## config.mk

```make
export PLATFORM = sky130hd
export DESIGN_NAME = chg_seq_top
export DESIGN_NICKNAME = d
export VERILOG_FILES = /design/src/rtl/chg_pkg.sv /design/src/rtl/chg_ctrl.sv /design/src/rtl/chg_dp.sv /design/src/rtl/chg_seq_top.sv
export SDC_FILE = /design/constraint.sdc
export NUM_CORES = 1
export LEC_CHECK = 0
export BUFFER_PORTS_ARGS = -buffer_cell sky130_fd_sc_hd__clkbuf_2
export CORE_MARGIN = 2
export CORE_UTILIZATION = 40
export DETAILED_ROUTE_END_ITERATION = 7
export PLACE_DENSITY_LB_ADDON = 0.05
export SETUP_SLACK_MARGIN = 0.05
export SKIP_LAST_GASP = 1
export SYNTH_ARGS = -nofsm -noshare
export SYNTH_HDL_FRONTEND = slang
export SYNTH_SLANG_ARGS = --single-unit
```

## constraint.sdc

```tcl
create_clock -name clk -period 5.1 [get_ports clk]
set_input_delay 0.255 -clock clk [delete_from_list [all_inputs] [get_ports clk]]
set_output_delay 0.255 -clock clk [all_outputs]
set_load 0.01 [all_outputs]
```

## src/rtl/chg_pkg.sv

```systemverilog
package chg_pkg;

  typedef enum logic [2:0] {
    ST_IDLE  = 3'd0,
    ST_PRE   = 3'd1,
    ST_FAST  = 3'd2,
    ST_CV    = 3'd3,
    ST_DONE  = 3'd4,
    ST_FAULT = 3'd5
  } chgState_t;

  localparam int NUM_STATES = 6;
  localparam int IRQ_W      = NUM_STATES + 1;

  localparam int IDX_IDLE  = 0;
  localparam int IDX_PRE   = 1;
  localparam int IDX_FAST  = 2;
  localparam int IDX_CV    = 3;
  localparam int IDX_DONE  = 4;
  localparam int IDX_FAULT = 5;
  localparam int IDX_OVP   = 6;

  // Strobes from the sequencer to the datapath, aligned with the new state
  typedef struct packed {
    logic [NUM_STATES-1:0] enterOh;
    logic                  doneEvt;
    logic                  ovpEvt;
    logic                  pteSet;
    logic                  fteSet;
    logic                  flagClr;
    logic                  tick;
  } ctrlStb_t;

endpackage

```

## src/rtl/chg_ctrl.sv

```systemverilog
module chg_ctrl
  import chg_pkg::*;
#(
  parameter int TICK_DIV        = 1000,
  parameter int HALF_HOUR_TICKS = 1800,
  parameter int PRE_UNITS       = 1,
  parameter int TOPOFF_UNITS    = 1
) (
  input  logic       clk,
  input  logic       rstN,
  input  logic       vbusWindowOk,
  input  logic       vbusAboveBat,
  input  logic       vbusAboveUvlo,
  input  logic       vbusOverVolt,
  input  logic       vbusBelowOvpHys,
  input  logic       batBelowPre,
  input  logic       batAtCv,
  input  logic       iBelowFull,
  input  logic       batBelowRestart,
  input  logic       chargerDetected,
  input  logic       cfgDisable,
  input  logic       cfgForceEn,
  input  logic       cfgFastEn,
  input  logic [1:0] cfgFastTimerSel,
  input  logic       cfgAutoStop,
  output chgState_t  state,
  output logic       chgEn,
  output ctrlStb_t   stb
);

  localparam int FAST_BASE_UNITS = 10;
  localparam int FAST_STEP_UNITS = 2;
  localparam int FAST_MAX_UNITS  = FAST_BASE_UNITS + 3 * FAST_STEP_UNITS;
  localparam int MAX_UNITS = (FAST_MAX_UNITS > PRE_UNITS) ?
                             ((FAST_MAX_UNITS > TOPOFF_UNITS) ? FAST_MAX_UNITS : TOPOFF_UNITS) :
                             ((PRE_UNITS > TOPOFF_UNITS) ? PRE_UNITS : TOPOFF_UNITS);
  localparam int TMR_W   = $clog2(MAX_UNITS * HALF_HOUR_TICKS + 1);
  localparam int PRESC_W = (TICK_DIV > 1) ? $clog2(TICK_DIV) : 1;
  localparam logic [TMR_W-1:0] LIM_PRE    = TMR_W'(PRE_UNITS * HALF_HOUR_TICKS);
  localparam logic [TMR_W-1:0] LIM_TOPOFF = TMR_W'(TOPOFF_UNITS * HALF_HOUR_TICKS);

  logic [PRESC_W-1:0] presc;
  logic               tick;
  logic [TMR_W-1:0]   tmr;
  logic [TMR_W-1:0]   limit;
  logic               timed;
  logic               expire;
  logic               ovpLock;
  logic               presentNow;
  logic               presentPrev;
  logic               forceEnPrev;
  logic               clearEvt;
  logic               chargeOk;
  logic               topoffOff;
  logic               cvDoneSent;
  chgState_t          nxt;
  ctrlStb_t           stbNxt;

  assign tick       = (presc == PRESC_W'(TICK_DIV - 1));
  assign presentNow = vbusWindowOk && vbusAboveBat;
  assign clearEvt   = (presentNow && !presentPrev) || (cfgForceEn != forceEnPrev);
  assign chargeOk   = presentNow && !ovpLock && !vbusOverVolt && !cfgDisable &&
                      (cfgForceEn || chargerDetected);

  // Safety timer window selection
  always_comb begin
    timed = 1'b0;
    limit = LIM_PRE;
    case (state)
      ST_PRE: begin
        timed = 1'b1;
        limit = LIM_PRE;
      end
      ST_FAST: begin
        timed = (cfgFastTimerSel != 2'd3);
        limit = TMR_W'((FAST_BASE_UNITS + FAST_STEP_UNITS * int'(cfgFastTimerSel)) * HALF_HOUR_TICKS);
      end
      ST_DONE: begin
        timed = cfgAutoStop && !topoffOff;
        limit = LIM_TOPOFF;
      end
      default: begin
        timed = 1'b0;
        limit = LIM_PRE;
      end
    endcase
  end

  assign expire = timed && tick && (tmr == limit - TMR_W'(1));

  // Next state
  always_comb begin
    nxt            = state;
    stbNxt         = '0;
    stbNxt.tick    = tick;
    stbNxt.ovpEvt  = vbusOverVolt && !ovpLock;
    case (state)
      ST_IDLE: begin
        if (chargeOk) nxt = (batBelowPre || !cfgFastEn) ? ST_PRE : ST_FAST;
      end
      ST_PRE: begin
        if (!chargeOk) nxt = ST_IDLE;
        else if (expire) begin
          nxt           = ST_FAULT;
          stbNxt.pteSet = 1'b1;
        end else if (!batBelowPre && cfgFastEn) nxt = ST_FAST;
      end
      ST_FAST: begin
        if (!chargeOk) nxt = ST_IDLE;
        else if (expire) begin
          nxt           = ST_FAULT;
          stbNxt.fteSet = 1'b1;
        end else if (batAtCv) nxt = ST_CV;
      end
      ST_CV: begin
        if (!chargeOk) nxt = ST_IDLE;
        else if (iBelowFull) begin
          if (cfgAutoStop) nxt = ST_DONE;
          else if (!cvDoneSent) stbNxt.doneEvt = 1'b1;
        end
      end
      ST_DONE: begin
        if (!chargeOk) nxt = ST_IDLE;
        else if (batBelowRestart) nxt = ST_FAST;
      end
      ST_FAULT: begin
        if (clearEvt) begin
          nxt            = ST_IDLE;
          stbNxt.flagClr = 1'b1;
        end
      end
      default: nxt = ST_IDLE;
    endcase
    for (int i = 0; i < NUM_STATES; i++) begin
      stbNxt.enterOh[i] = (nxt != state) && (nxt == chgState_t'(3'(i)));
    end
  end

  always_ff @(posedge clk or negedge rstN) begin
    if (!rstN) begin
      presc       <= '0;
      state       <= ST_IDLE;
      tmr         <= '0;
      ovpLock     <= 1'b0;
      presentPrev <= 1'b0;
      forceEnPrev <= 1'b0;
      topoffOff   <= 1'b0;
      cvDoneSent  <= 1'b0;
      stb         <= '0;
    end else begin
      presc       <= tick ? '0 : presc + PRESC_W'(1);
      state       <= nxt;
      presentPrev <= presentNow;
      forceEnPrev <= cfgForceEn;
      stb         <= stbNxt;
      if (vbusOverVolt) ovpLock <= 1'b1;
      else if (vbusBelowOvpHys && vbusAboveUvlo) ovpLock <= 1'b0;
      if (nxt != state || !timed) tmr <= '0;
      else if (tick) tmr <= tmr + TMR_W'(1);
      if (nxt != state) topoffOff <= 1'b0;
      else if (state == ST_DONE && expire) topoffOff <= 1'b1;
      if (nxt != state) cvDoneSent <= 1'b0;
      else if (stbNxt.doneEvt) cvDoneSent <= 1'b1;
    end
  end

  assign chgEn = ((state == ST_PRE) || (state == ST_FAST) || (state == ST_CV) ||
                  (state == ST_DONE)) && !(state == ST_DONE && topoffOff);

  AST_SUPPLY_LOSS_OFF: assert property (@(posedge clk) disable iff (!rstN) !presentNow |=> !chgEn);
  AST_DISABLE_OFF: assert property (@(posedge clk) disable iff (!rstN) cfgDisable |=> !chgEn);
  AST_OVP_OFF: assert property (@(posedge clk) disable iff (!rstN) vbusOverVolt |=> !chgEn);
  AST_PRE_TIMEOUT: assert property (@(posedge clk) disable iff (!rstN) (state == ST_PRE && chargeOk && expire) |=> state == ST_FAULT);
  AST_FAULT_HOLD: assert property (@(posedge clk) disable iff (!rstN) (state == ST_FAULT && !clearEvt) |=> state == ST_FAULT);

endmodule

```

## src/rtl/chg_dp.sv

```systemverilog
module chg_dp
  import chg_pkg::*;
#(
  parameter int PRE_MA       = 90,
  parameter int FAST_BASE_MA = 200,
  parameter int FAST_STEP_MA = 50,
  parameter int RAMP_STEP_MA = 50
) (
  input  logic             clk,
  input  logic             rstN,
  input  chgState_t        state,
  input  logic             chgEn,
  input  ctrlStb_t         stb,
  input  logic             cfgIsetHigh,
  input  logic [3:0]       cfgIset,
  input  logic [3:0]       cfgCvSel,
  input  logic [3:0]       cfgIfullSel,
  input  logic [1:0]       cfgRestartSel,
  input  logic [1:0]       cfgOvpSel,
  input  logic [IRQ_W-1:0] irqMask,
  input  logic             irqReadClr,
  output logic [9:0]       currentMa,
  output logic [12:0]      cvMv,
  output logic [7:0]       ifullMa,
  output logic [7:0]       restartMv,
  output logic [12:0]      ovpMv,
  output logic [IRQ_W-1:0] irqPending,
  output logic             irq,
  output logic [7:0]       status
);

  logic [9:0]            target;
  logic [9:0]            curReg;
  logic [10:0]           rampSum;
  logic [IRQ_W-1:0]      setVec;
  logic [NUM_STATES-1:0] stateOh;
  logic                  pteFlag;
  logic                  fteFlag;

  assign target  = cfgIsetHigh ? 10'(FAST_BASE_MA + FAST_STEP_MA * int'(cfgIset)) : 10'(PRE_MA);
  assign rampSum = {1'b0, curReg} + 11'(RAMP_STEP_MA);

  // Current target with soft start
  always_ff @(posedge clk or negedge rstN) begin
    if (!rstN) begin
      curReg <= '0;
    end else if (!chgEn) begin
      curReg <= '0;
    end else if (stb.enterOh[IDX_FAST]) begin
      curReg <= (target < 10'(FAST_BASE_MA)) ? target : 10'(FAST_BASE_MA);
    end else begin
      case (state)
        ST_PRE:  curReg <= 10'(PRE_MA);
        ST_FAST: begin
          if (curReg > target) curReg <= target;
          else if (stb.tick && curReg < target)
            curReg <= (rampSum > {1'b0, target}) ? target : rampSum[9:0];
        end
        ST_CV, ST_DONE: if (curReg > target) curReg <= target;
        default: curReg <= '0;
      endcase
    end
  end

  assign currentMa = chgEn ? curReg : '0;

  // Threshold decodes
  assign cvMv    = (cfgCvSel == 4'hF) ? 13'd4350 : 13'(4000 + 20 * int'(cfgCvSel));
  assign ifullMa = 8'(50 + 10 * int'(cfgIfullSel));
  assign ovpMv   = 13'(6000 + 500 * int'(cfgOvpSel));
  always_comb begin
    case (cfgRestartSel)
      2'd2:    restartMv = 8'd190;
      2'd3:    restartMv = 8'd240;
      default: restartMv = 8'd130;
    endcase
  end

  // Pending interrupts, read-to-clear, new events win
  always_comb begin
    setVec            = {stb.ovpEvt, stb.enterOh};
    setVec[IDX_DONE]  = stb.enterOh[IDX_DONE] | stb.doneEvt;
  end

  always_ff @(posedge clk or negedge rstN) begin
    if (!rstN) begin
      irqPending <= '0;
      pteFlag    <= 1'b0;
      fteFlag    <= 1'b0;
    end else begin
      irqPending <= (irqReadClr ? '0 : irqPending) | setVec;
      if (stb.flagClr) begin
        pteFlag <= 1'b0;
        fteFlag <= 1'b0;
      end else begin
        if (stb.pteSet) pteFlag <= 1'b1;
        if (stb.fteSet) fteFlag <= 1'b1;
      end
    end
  end

  assign irq = |(irqPending & ~irqMask);

  for (genvar i = 0; i < NUM_STATES; i++) begin : g_stateOh
    assign stateOh[i] = (state == chgState_t'(3'(i)));
  end

  assign status = {fteFlag, pteFlag, stateOh};

  AST_PRE_CURRENT: assert property (@(posedge clk) disable iff (!rstN) (state == ST_PRE && $past(state) == ST_PRE) |-> currentMa == 10'(PRE_MA));
  AST_RAMP_STEP: assert property (@(posedge clk) disable iff (!rstN) (state == ST_FAST && $past(state) == ST_FAST && !$past(stb.enterOh[IDX_FAST])) |-> {1'b0, curReg} <= {1'b0, $past(curReg)} + 11'(RAMP_STEP_MA));
  AST_IRQ_CLEAR: assert property (@(posedge clk) disable iff (!rstN) (irqReadClr && setVec == '0) |=> irqPending == '0);

endmodule

```

## src/rtl/chg_seq_top.sv

```systemverilog
module chg_seq_top
  import chg_pkg::*;
#(
  parameter int TICK_DIV        = 1000,
  parameter int HALF_HOUR_TICKS = 1800,
  parameter int PRE_UNITS       = 1,
  parameter int TOPOFF_UNITS    = 1
) (
  input  logic        clk,
  input  logic        rstN,
  input  logic        vbusWindowOk,
  input  logic        vbusAboveBat,
  input  logic        vbusAboveUvlo,
  input  logic        vbusOverVolt,
  input  logic        vbusBelowOvpHys,
  input  logic        batBelowPre,
  input  logic        batAtCv,
  input  logic        iBelowFull,
  input  logic        batBelowRestart,
  input  logic        chargerDetected,
  input  logic        cfgDisable,
  input  logic        cfgForceEn,
  input  logic        cfgFastEn,
  input  logic [1:0]  cfgFastTimerSel,
  input  logic        cfgAutoStop,
  input  logic        cfgIsetHigh,
  input  logic [3:0]  cfgIset,
  input  logic [3:0]  cfgCvSel,
  input  logic [3:0]  cfgIfullSel,
  input  logic [1:0]  cfgRestartSel,
  input  logic [1:0]  cfgOvpSel,
  input  logic [6:0]  irqMask,
  input  logic        irqReadClr,
  output logic        chgEnable,
  output logic [9:0]  currentMa,
  output logic [12:0] cvMv,
  output logic [7:0]  ifullMa,
  output logic [7:0]  restartMv,
  output logic [12:0] ovpMv,
  output logic [6:0]  irqPending,
  output logic        irq,
  output logic [7:0]  status
);

  chgState_t state;
  ctrlStb_t  stb;

  chg_ctrl #(
    .TICK_DIV(TICK_DIV), .HALF_HOUR_TICKS(HALF_HOUR_TICKS),
    .PRE_UNITS(PRE_UNITS), .TOPOFF_UNITS(TOPOFF_UNITS)
  ) ctrl_i (
    .clk(clk), .rstN(rstN),
    .vbusWindowOk(vbusWindowOk), .vbusAboveBat(vbusAboveBat),
    .vbusAboveUvlo(vbusAboveUvlo), .vbusOverVolt(vbusOverVolt),
    .vbusBelowOvpHys(vbusBelowOvpHys), .batBelowPre(batBelowPre),
    .batAtCv(batAtCv), .iBelowFull(iBelowFull),
    .batBelowRestart(batBelowRestart), .chargerDetected(chargerDetected),
    .cfgDisable(cfgDisable), .cfgForceEn(cfgForceEn), .cfgFastEn(cfgFastEn),
    .cfgFastTimerSel(cfgFastTimerSel), .cfgAutoStop(cfgAutoStop),
    .state(state), .chgEn(chgEnable), .stb(stb)
  );

  chg_dp dp_i (
    .clk(clk), .rstN(rstN), .state(state), .chgEn(chgEnable), .stb(stb),
    .cfgIsetHigh(cfgIsetHigh), .cfgIset(cfgIset), .cfgCvSel(cfgCvSel),
    .cfgIfullSel(cfgIfullSel), .cfgRestartSel(cfgRestartSel),
    .cfgOvpSel(cfgOvpSel), .irqMask(irqMask), .irqReadClr(irqReadClr),
    .currentMa(currentMa), .cvMv(cvMv), .ifullMa(ifullMa),
    .restartMv(restartMv), .ovpMv(ovpMv), .irqPending(irqPending),
    .irq(irq), .status(status)
  );

endmodule

```

; Yosys cells after proc, flatten, opt, wreduce, memory -nomap -nowiden
; Index checks and enable logic that the tools add are counted.
[totals]
elab_cells = 164
register_bits = 64
output_inout_bits = 69
input_bits = 43
[classes]
mux = 54
n_mul = 5
n_reduce_logical = 49
eq_ne = 20
n_lt_le_gt_ge = 4
n_bitwise = 4
add_sub_neg = 9
[op_table]
columns = cell, n
row1 = $mux W10, 10
row2 = $mux W15, 3
row3 = $mux W3, 13
row4 = $mul A32 B9 Y12 const B, 1
row5 = $pmux W10 S3, 1
row6 = $add A13 B13 Y13 const A, 2
row7 = $logic_and A1 B1 Y1, 22
row8 = $mux W1, 21
row9 = $pmux W3 S6, 1
row10 = $add A15 B1 Y15 const B, 1
row11 = $eq A15 B15 Y1, 1
row12 = $sub A15 B1 Y15 const B, 1
row13 = $mul A3 B4 Y7 const A, 2
row14 = $pmux W7 S2, 1
row15 = $mux W13, 1
row16 = $eq A3 B2 Y1 const B, 4
row17 = $eq A3 B3 Y1 const B, 4
row18 = $reduce_bool A2 Y1, 6
row19 = $add A10 B6 Y11 const B, 1
row20 = $gt A11 B10 Y1, 1
row21 = $add A10 B1 Y10 const B, 1
row22 = $add A9 B10 Y10 const A, 1
row23 = $eq A10 B10 Y1 const B, 1
row24 = $gt A10 B10 Y1, 1
row25 = other kinds (27), 44

; Logic depth before layout (Yosys ltp)
[logic_depth]
ltp_word = 12
mapped_depth = 18
depth_no_buf = 17

; Modules after synthesis
; Synthesis repeated with hierarchy kept, for this count alone.
[hier_totals]
cells_unflattened = 633
hier_area_um2 = 5519.0
[by_module_without_submodules]
columns = mod, seq_area_each_um2, n_inst, cells_per_inst, area_per_inst_um2
row1 = chg_dp, 450.4, 1, 353, 2871.5
row2 = chg_ctrl, 1126.1, 1, 280, 2647.5

; Worst setup path before layout
; OpenSTA, ideal clock, no wires.
[synth_timing]
path_type = input port to flip-flop
start = input cfgIset[0]
end = register dp_i.curReg[6]
t_required_ns = 4.978
setup_ns = 0.122
setup_slack_ns = 0.959
arrival_time_ns = 4.019
cell_stages = 16
n_path_buf = 0
cell_sequence = ha_1 -> ha_1 -> inv_1 -> fa_1 -> a21boi_0 -> and2_1 -> nor4b_1 -> nor2_1 -> ha_1 -> nand2_1 -> or3_1 -> a21o_1 -> o21ai_1 -> nor3_1 -> or3b_2 -> a32o_1
[synth_between]
elab_chain_len = 10
word_cells_on_any_way = 19
[synth_rtl]
columns = element, line_no
row1 = "start, declared", chg_seq_top.sv:27  ; input logic [3:0] cfgIset,
row2 = $mul A5 B4 Y9 *, chg_dp.sv:40  ; assign target = cfgIsetHigh ? 10'(FAST_BASE_MA + FAST_STEP_MA * int'(cfgIset)) : 10'(PRE_MA);
row3 = $add A9 B10 Y10 *, chg_dp.sv:40
row4 = $mux W10 *, chg_dp.sv:40
row5 = $gt A11 B10 Y1, chg_dp.sv:57  ; curReg <= (rampSum > {1'b0, target}) ? target : rampSum[9:0];
row6 = $mux W10, chg_dp.sv:57
row7 = $mux W10, chg_dp.sv:56  ; else if (stb.tick && curReg < target)
row8 = $mux W10, chg_dp.sv:55  ; if (curReg > target) curReg <= target;
row9 = $pmux W10 S3, chg_dp.sv:52  ; case (state)
row10 = $mux W10, chg_dp.sv:49  ; end else if (stb.enterOh[IDX_FAST]) begin
row11 = $mux W10, chg_dp.sv:47  ; end else if (!chgEn) begin
row12 = "end signal, assigned", chg_dp.sv:50  ; curReg <= (target < 10'(FAST_BASE_MA)) ? target : 10'(FAST_BASE_MA);
row13 = "end signal, assigned", chg_dp.sv:53  ; ST_PRE: curReg <= 10'(PRE_MA);
row14 = "end signal, assigned", chg_dp.sv:55
row15 = "end, declared", chg_dp.sv:33  ; logic [9:0] curReg;
; Mark *: on every way between the ends. The rest lies on a longest branch, timed or not. The select of a mux whose other input is x is not followed.
; A chain may end at the register's enable or synchronous reset.

; Final worst setup path
; Ends and elaborated chain as after synthesis.

==> results.cfg <==
[clock_tree]
cts.path.max_buffers = 2
clkTransAtPathRegs_ns = 0.05
insertion_delay_ns = 0.33
cts_tree = yes
cts.sinks = 63
cts_resized = 0
root_buffer = clkbuf_16
cts_hold_buffers = 0
htree_levels = 3
cts_buffers = 9
cts_setup_buffers = 0

[floorplan]
dieHeight_um = 118.3
start_util_pct = 41.28
dieArea_sq_mm = 0.01401
core_area_sq_mm = 0.01267
io_pins = 112
fp.dieW_um = 118.3
placement_rows = 41

[finish]
layout_common_cells = clkbuf_2, dfrtp_1, nand2_1
antennaDiodeCount = 0
layout_commonest_cell = clkbuf_2
drive_above_1_share_pct = 19.74
fin_nets = 785
multiInputGateArea_sq_mm = 0.003334
synthToLayoutAreaGrowth_pct = 17.30
seq_area_sq_mm = 0.001577
n_fill_cell = 1260

[detailed_routing]
drc_errors = 0
first_pass_iters = 5
drtIter0Drc = 377
postRouteAntennaNets = 0
routed_via_density = 5.352
routed_wl_um = 13030
post_drt_wl_per_cell_um = 15.04
dr_total_vias = 4635

[setup_path]
cp-end-kind = flop
startpoint_type = primary input
setup.worst_path.class = in -> reg
r2r_end = ctrl_i.tmr[14]
crit-reg2reg-launch = ctrl_i.state[2]
cpMaxStageDelayCell = o21ai_1
slowest_delay_ns = 0.52
worstRegToRegCells = 8
cpMostUsedCell = ha_1
cp_num_buf_inv = 2
cp_cell_sequence = clkbuf_2, ha_1, ha_1, inv_1, fa_1, a21boi_0, and2_1, nor4b_1, nor2_1, ha_1, nand2_1, or3_1, a21o_1, o21ai_1, nor3_1, or3b_2, a32o_1
crit_family = simple AND/OR/NAND/NOR gates
cp.arrival_ns = 4.61
crit_required_ns = 5.31
worstPathMaxFanout = 8
ff2ff_setup_slack_ns = 1.10

[power]
fin_total_pwr_uw = 1458
vdd_drop_max_uv = 182.1
power_density_mw_per_mm2 = 237.6
p_leak_uw = 0.003066

[sta]
finalCritPeriodShare_pct = 86.41
drv_slew = 0
clock.fmax_mhz = 226.9
slew_headroom_pct = 46.10
min_period_ns = 4.407
finalSetupViolations = 0
tns_ns = 0
worstMarginPinSlew_ns = 0.8085
skew_ns = 0.007204
rsz0062_at_grt = no
hold_viol_final = 0

[hold_path]
hold_path.class = in -> reg
holdPathEnd = ctrl_i.forceEnPrev
hold_depth = 1
worstHoldStart = cfgForceEn

[placed_design]
port_buffers = 102
place_congestion = 0.8942
hpwl_um = 10150

[outcome]
status = complete, no violations

[synthesis]
ys.flop_type = dfrtp_1
syn_avg_cell_area_sq_um = 8.717
ys_types = 73
synth_seq_cells = 63
synth_cells = 600
synth_area_sq_mm = 0.005230
synth_edf_count = 0
async_flop_share_pct = 100.0
yosysSeqAreaShare_pct = 30.14
yosysWarnings = 0

[grt]
first_global_vias = 4423
grt_antenna_before_repair = 0
grt.total_usage_pct = 19.09
grt_pass1_wl_um = 21980
grt_max_degree = 64
overflow = 0

[flow_run]
cap_violations = 0
-- per-stage QoR --
stage | setup WS (ns) | std cells | cell area (sq um) | util [%] | hold slack, ns
6_report | 0.6932 | 866 | 6135 | 48.42 | 0.08773
5_1_grt | 0.5534 | 866 | 6135 | 48.42 | 0.07160
4_1_cts | 0.7414 | 866 | 6135 | 48.42 | 0.07522
3_5_place_dp | 0.3987 | 850 | 5809 | 45.85 | 0.4115
3_3_place_gp | 0.5123 | 850 | 5809 | 45.85 | 0.4078
2_1_floorplan | 0.9591 | 607 | 5256 | - | -0.04059
-- worst max-delay path by stage --
stage,startpoint,endpoint,slack (ns),cells after the start
6_report,cfgIset[0],dp_i.curReg[6],0.69,17
2_1_floorplan,cfgIset[0],dp_i.curReg[6],0.96,16
5_1_grt,cfgIset[0],dp_i.curReg[6],0.55,17
3_3_place_gp,cfgIset[0],dp_i.curReg[6],0.51,17
3_5_place_dp,cfgIset[0],dp_i.curReg[6],0.40,17
4_1_cts,cfgIset[0],dp_i.curReg[6],0.74,17
-- per-layer routing --
| layer | up-vias | GRT usage, % | wire, um |
|---|---|---|---|
| li1 | 2300 | - | - |
| met1 | 2217 | 25.29 | 5720 |
| met2 | 106 | 31.47 | 6506 |
| met3 | 12 | 4.537 | 665 |
| met4 | 0 | 4.443 | 134 |
| met5 | - | 0 | 0 |
-- Yosys cell counts (4+ instances only) --
| cell type | number | area, sq um |
|---|---|---|
| nand3b_1 | 5 | 37.54 |
| o211ai_1 | 6 | 45.04 |
| nand3_1 | 21 | 105.1 |
| dfrtp_1 | 63 | 1577 |
| a211oi_1 | 4 | 30.03 |
| nor2_1 | 48 | 180.2 |
| a21o_1 | 12 | 90.09 |
| nor4b_1 | 4 | 35.03 |
| o21bai_1 | 5 | 37.54 |
| a32o_1 | 8 | 80.08 |
| nor2b_1 | 14 | 87.58 |
| o21ai_0 | 22 | 110.1 |
| xnor2_1 | 17 | 148.9 |
| ha_1 | 50 | 625.6 |
| xor2_1 | 25 | 219.0 |
| buf_4 | 17 | 127.6 |
| nand2_1 | 56 | 210.2 |
| nor3_1 | 26 | 130.1 |
| inv_1 | 36 | 135.1 |
| nor3b_1 | 6 | 45.04 |
| a21oi_1 | 17 | 85.08 |
| and2_1 | 17 | 106.4 |
| nand2b_1 | 9 | 56.30 |
| nand4_1 | 12 | 75.07 |
| clkbuf_1 | 15 | 56.30 |
| and3_1 | 5 | 31.28 |
-- worst reg2reg max path: cells and delay by family (launching register included) --
kind,cells,cell delay (ns)
compound gates,3,1.25
buf+inv,1,0.45
flops,1,0.65
simple gates,4,1.49
-- registers in the layout, summed over array words and instances (netlist names) --
register	cells
ctrl_i.tmr	15
ctrl_i.stb	12
ctrl_i.presc	10
dp_i.curReg	9
dp_i.irqPending	7
ctrl_i.state	3
ctrl_i.cvDoneSent	1
ctrl_i.forceEnPrev	1
ctrl_i.ovpLock	1
ctrl_i.presentPrev	1
ctrl_i.topoffOff	1
dp_i.fteFlag	1
dp_i.pteFlag	1
-- report_power, final --
group	leakage, uW	internal, uW	switching [uW]
Sequential	0.000857	503	2.15
Clock	0.000160	454	212
Combinational	0.00205	116	171
-- final cells by class --
type / instances / share of cell area [%]
inverters: 36 / 2.203
flip-flops and latches: 63 / 25.70
clock inverters: 3 / 1.061
well taps: 172 / 3.508
multi-input cells: 472 / 54.35
clock buffers: 13 / 4.242
repair buffers: 107 / 8.933
-- cell families (layout without fill, tap and decap cells) --
logic type,count (synthesis),count (layout),synth area share [%]
AOI/OAI and AO/OA,116,116,16.79
muxes,3,3,0.8134
buffers and inverters,72,159,6.603
adders and majority gates,53,53,13.11
xor gates and xnor gates,43,43,7.464
and+or+nand+nor,248,248,24.93
DFF,63,63,30.14
other,2,9,0.1436
Power figures use the tool's default switching activity.
